==> config.mk <==
export PLATFORM = sky130hd
export DESIGN_NAME = halfdepth_lut
export DESIGN_NICKNAME = d
export VERILOG_FILES = /design/src/rtl/hdlut_pkg.sv /design/src/rtl/hdlut_ctrl.sv /design/src/rtl/hdlut_datapath.sv /design/src/rtl/halfdepth_lut.sv
export SDC_FILE = /design/constraint.sdc
export NUM_CORES = 1
export LEC_CHECK = 0
export ABC_AREA = 1
export BUFFER_PORTS_ARGS = -buffer_cell sky130_fd_sc_hd__buf_2
export CAP_MARGIN = 20
export CELL_PAD_IN_SITES_DETAIL_PLACEMENT = 1
export CELL_PAD_IN_SITES_GLOBAL_PLACEMENT = 2
export CORE_MARGIN = 5
export CORE_UTILIZATION = 33
export DETAILED_ROUTE_END_ITERATION = 16
export PLACE_DENSITY = 0.79
export SETUP_SLACK_MARGIN = 0.4
export SYNTH_ARGS = -nofsm -noshare
export SYNTH_HDL_FRONTEND = slang
export SYNTH_SLANG_ARGS = --single-unit
export TNS_END_PERCENT = 30
==> constraint.sdc <==
create_clock -name clk -period 2.15 [get_ports clk]
set_input_delay 0.215 -clock clk [delete_from_list [all_inputs] [get_ports clk]]
set_output_delay 0.215 -clock clk [all_outputs]
set_load 0.02 [all_outputs]
==> src/rtl/hdlut_pkg.sv <==
package hdlut_pkg;

  // Source chosen for one multiplexer data input.
  typedef enum logic [1:0] {
    SRC_ZERO = 2'b00,
    SRC_ONE  = 2'b01,
    SRC_VAR  = 2'b10,
    SRC_NVAR = 2'b11
  } rowSrc_e;

  // Strobes from the control path into the datapath.
  typedef struct packed {
    logic    load;
    rowSrc_e code;
  } cfgStrobe_t;

  function automatic logic pickSource(rowSrc_e src, logic dataVar);
    logic res;
    unique case (src)
      SRC_ZERO: res = 1'b0;
      SRC_ONE:  res = 1'b1;
      SRC_VAR:  res = dataVar;
      default:  res = ~dataVar;
    endcase
    return res;
  endfunction

endpackage

==> src/rtl/hdlut_ctrl.sv <==
module hdlut_ctrl
  import hdlut_pkg::*;
#(
  parameter int NUM_VARS = 4
) (
  input  logic                cfgWrEn,
  input  logic [NUM_VARS-2:0] cfgWrRow,
  input  logic [1:0]          cfgWrCode,
  output cfgStrobe_t          strobe,
  output logic [(2**(NUM_VARS-1))-1:0] rowHit
);

  localparam int ROWS = 2 ** (NUM_VARS - 1);

  assign strobe.load = cfgWrEn;
  assign strobe.code = rowSrc_e'(cfgWrCode);

  // One-hot decode of the row address.
  for (genvar r = 0; r < ROWS; r++) begin : g_rowDec
    assign rowHit[r] = (cfgWrRow == (NUM_VARS - 1)'(r));
  end

endmodule

==> src/rtl/hdlut_datapath.sv <==
module hdlut_datapath
  import hdlut_pkg::*;
#(
  parameter int NUM_VARS = 4
) (
  input  logic                clk,
  input  logic                rstN,
  input  cfgStrobe_t          strobe,
  input  logic [(2**(NUM_VARS-1))-1:0] rowHit,
  input  logic [NUM_VARS-1:0] vars,
  output logic [(2**(NUM_VARS-1))-1:0][1:0] cfgRows,
  output logic                fOut
);

  localparam int SEL_W = NUM_VARS - 1;
  localparam int ROWS  = 2 ** SEL_W;

  logic [ROWS-1:0]  leafBit;
  logic [SEL_W-1:0] selBits;
  logic             dataVar;

  assign selBits = vars[NUM_VARS-1:1];
  assign dataVar = vars[0];

  // Row-code storage.
  always_ff @(posedge clk or negedge rstN) begin
    if (!rstN) begin
      for (int r = 0; r < ROWS; r++) cfgRows[r] <= SRC_ZERO;
    end else if (strobe.load) begin
      for (int r = 0; r < ROWS; r++) begin
        if (rowHit[r]) cfgRows[r] <= strobe.code;
      end
    end
  end

  // Per-row source selection.
  for (genvar r = 0; r < ROWS; r++) begin : g_leaf
    assign leafBit[r] = pickSource(rowSrc_e'(cfgRows[r]), dataVar);
  end

  // Binary mux tree, least significant select bit nearest the leaves.
  always_comb begin
    logic [ROWS-1:0] cur;
    cur = leafBit;
    for (int l = 0; l < SEL_W; l++) begin
      for (int j = 0; j < (ROWS >> (l + 1)); j++) begin
        cur[j] = selBits[l] ? cur[2*j+1] : cur[2*j];
      end
    end
    fOut = cur[0];
  end

endmodule

==> src/rtl/halfdepth_lut.sv <==
module halfdepth_lut
  import hdlut_pkg::*;
#(
  parameter int NUM_VARS = 4
) (
  input  logic                clk,
  input  logic                rstN,
  input  logic                cfgWrEn,
  input  logic [NUM_VARS-2:0] cfgWrRow,
  input  logic [1:0]          cfgWrCode,
  input  logic [NUM_VARS-1:0] vars,
  output logic                fOut
);

  localparam int ROWS = 2 ** (NUM_VARS - 1);

  cfgStrobe_t               strobe;
  logic [ROWS-1:0]          rowHit;
  logic [ROWS-1:0][1:0]     cfgRows;

  hdlut_ctrl #(.NUM_VARS(NUM_VARS)) u_ctrl (
    .cfgWrEn   (cfgWrEn),
    .cfgWrRow  (cfgWrRow),
    .cfgWrCode (cfgWrCode),
    .strobe    (strobe),
    .rowHit    (rowHit)
  );

  hdlut_datapath #(.NUM_VARS(NUM_VARS)) u_dp (
    .clk     (clk),
    .rstN    (rstN),
    .strobe  (strobe),
    .rowHit  (rowHit),
    .vars    (vars),
    .cfgRows (cfgRows),
    .fOut    (fOut)
  );

endmodule

==> metrics.md <==
| Metric | Value |
|---|---|
| CTS max path bufs | `2` |
| Synth area leaders | `dfrtp_1 45%, nand2_1 16%, nand3_1 12%, o21ai_0 8.5%, inv_1 7.2%` |
| Post-synth top area share | `between 40% and 50%` |
| Initial antenna violation count | `0` |
| DRC Markers | `0` |
| CTS Buf Count | `3` |
| CTS Hold Buffers Added | `1` |
| Core area | `2520 um2` |
| Hold WS | `between 150 and 200 ps` |
| Post-synth net total | `around 130` |
| CTS root buf | `clkbuf_4` |
| Total power | `around 0.7 mW` |
| ANT nets after route | `0` |
| Tmin final | `roughly 1500 ps` |
| Setup slack after layout | `675 ps` |
| Area growth from synthesis to layout | `11.2%` |
| Mapped Area | `about 880 um2` |
| Top cells by count, synth | `38 x nand2_1, 21 x nand3_1, 17 x inv_1` |
| Asr flop ratio synth | `100%` |
| Critical Path RT | `between 1500 and 2000 ps` |
| Setup crit start kind | `flop` |
| Mapped Avg Cell Area | `7.43 um2` |
| Fmax | `~680 MHz` |
| Final Cell Area | `983 um2` |
| Sequential Power Share | `around 57%` |
| Max reg flops | `16` |
| Drt pass-1 iters | `4` |
| WP buf/inv | `1` |
| Biggest regs | `u_dp.cfgRows x16` |
| Pre-CTS WS | `~840 ps` |
| Gr usage total | `12.6%` |
| Pwr per Cell Area | `733 nW/um2` |
| Initial core utilization | `a little over a third` |
| Layout cells sized above 1 | `14.3%` |
| Most flops, register | `u_dp.cfgRows` |
| Internal | `roughly 0.49 mW` |
| Post-CTS resize count | `0` |
| Worst skew pair latency | `~280 ps` |
| Yosys cell types | `12` |
| Final HPWL DP | `roughly 1600 um` |
| Final Hold Fails | `0` |
| Yosys reg bits | `16` |
| Clock power frac | `about a fifth` |
| Gpl congestion | `about 0.72` |
| Setup bufs post-CTS | `0` |
| Yosys warning total | `0` |
| Count leader, synth | `nand2_1` |
| CP top delay family | `simple AND/OR/NAND/NOR gates` |
| Die width | `approximately 62 um` |
| CP Cell Sequence | `nand2_1 > nand2_1 > nand3_1 > nand3_1 > nand3_1 > nand2_1 > buf_2` |
| Fin. max-slew vios | `0` |
| Via-to-Cell Ratio | `slightly below 5` |
| Lkg Pwr | `around 0.5 nW` |
| Number of global-route vias before repair | `800` |
| Iteration-0 DRC count of the detailed router | `35` |
| Combinational fraction of design power | `between 20% and 30%` |
| Setup Total Neg Slack | `0 ps` |
| Min-delay worst type | `input pin to flop` |
| Max stage delay on crit path | `a little under 400 ps` |
| Port Buffers | `12` |
| Slew HR | `between 70% and 80%` |
| Mapped Cells | `119` |
| Total grt overflow | `0` |
| Io pins | `13` |
| Peak VDD IR | `approximately 370 uV` |
| # diodes | `0` |
| Global-route wire length before repair | `~3500 um` |
| Maximum number of pins on one net before global-route repair | `17` |
| Largest area contributor in the netlist | `dfrtp_1` |
| Clock Skew | `0 ps` |
| RSZ-0062 raised after global routing | `false` |
| Sequential area share after synthesis | `between 40% and 50%` |
| Sw Share | `about 32%` |
| FP Rows | `18` |
| CTS tree | `done` |
| Die Ht | `61.8 um` |
| Drt total wl | `between 2000 and 2500 um` |
| Total number of vias | `787` |
| Nets | `approximately 150` |
| Final period utilization | `approximately 69%` |
| Placed Area | `951 um2` |
| Critical path endpoint category | `output port` |
| Final setup fails | `0` |
| Worst Tran Pin Value | `365 ps` |
| Post-synth EDFFs | `0` |
| H-tree depth | `1` |
| Max cap viols | `0` |
| Slowest CP cell | `dfrtp_1` |
| Outcome | `finished, final reports clean` |
| CP Class | `flop to output port` |
| Die area | `3820 um2` |
| Net Sw Power | `between 0.2 and 0.25 mW` |
| Top FF cell, synth | `dfrtp_1` |
| Worst Path Max Fanout | `3` |
| Clk slew on worst S/H paths | `around 90 ps` |
| CP Data Arrival Time | `~1300 ps` |
| Drt wl/cell | `approximately 12 um` |
| Clk sinks | `16` |
worst paths after layout:
path                                               from                            to  slack [ps]  depth (start not counted)
max                         u_dp.cfgRows[3]$_DFFE_PN0P_                          fOut         670                          7
min                                        cfgWrCode[0]  u_dp.cfgRows[14]$_DFFE_PN0P_         170                          3
max reg2reg                u_dp.cfgRows[13]$_DFFE_PN0P_  u_dp.cfgRows[13]$_DFFE_PN0P_        1450                          2
min reg2reg                 u_dp.cfgRows[4]$_DFFE_PN0P_   u_dp.cfgRows[4]$_DFFE_PN0P_         520                          2
max in group asynchronous                          rstN  u_dp.cfgRows[15]$_DFFE_PN0P_        1500                          2
min in group asynchronous                          rstN  u_dp.cfgRows[11]$_DFFE_PN0P_         380                          2
cells in the final DEF (no fill, tap or decap), drive strengths merged:
cell type     n
a21oi         1
o21ai        15
inv          17
nand2        39
nand3        23
clkbuf        3
dfrtp        16
nor3          1
nor2          5
dlygate4sd3   1
buf          12
routing by layer:
metal	GRT usage [%]	share of wire [%]	up-vias
met2	19.1	45	10
met4	4.55	0.60	0
met5	0	0	-
met1	18.1	50	367
met3	1.86	4.1	2
li1	-	-	408
layout make-up:
type	count	area, um2
Multi-Input combinational cell	84	389
Clock buffer	3	22.5
Inverter	17	63.8
Fill cell	329	1540
Timing Repair Buffer	13	70.1
Sequential cell	16	400
Tap cell	30	37.5
cells by family after synthesis:
| logic type | count (synthesis) | synth area share [%] |
|---|---|---|
| DFF | 16 | 45.3 |
| AOI/OAI and AO/OA | 16 | 9.05 |
| buffers and inverters | 19 | 10.7 |
| and+or+nand+nor | 68 | 34.9 |
tightest hold or removal path, delay by kind of cell:
kind | cells | cell delay, ps
buffers and inverters | 1 | 90
AOI/OAI and AO/OA | 1 | 60
and+or+nand+nor | 1 | 40
power groups by stage:
stage / Clock, mW / Combinational, mW / Sequential [mW]
floorplan: 0 / 0.124 / 0.399
global placement: 0 / 0.155 / 0.415
detailed placement: 0 / 0.164 / 0.417
CTS: 0.155 / 0.167 / 0.412
global route: 0.167 / 0.191 / 0.422
finish: 0.148 / 0.162 / 0.411
stage by stage:
stage / utilization (%) / cells
floorplan: - / 119
global placement: 37.7 / 159
detailed placement: 37.7 / 159
CTS: 39.0 / 163
global route: 39.0 / 163
finish: 39.0 / 163
No activity file was read; power rests on OpenSTA's default activity.
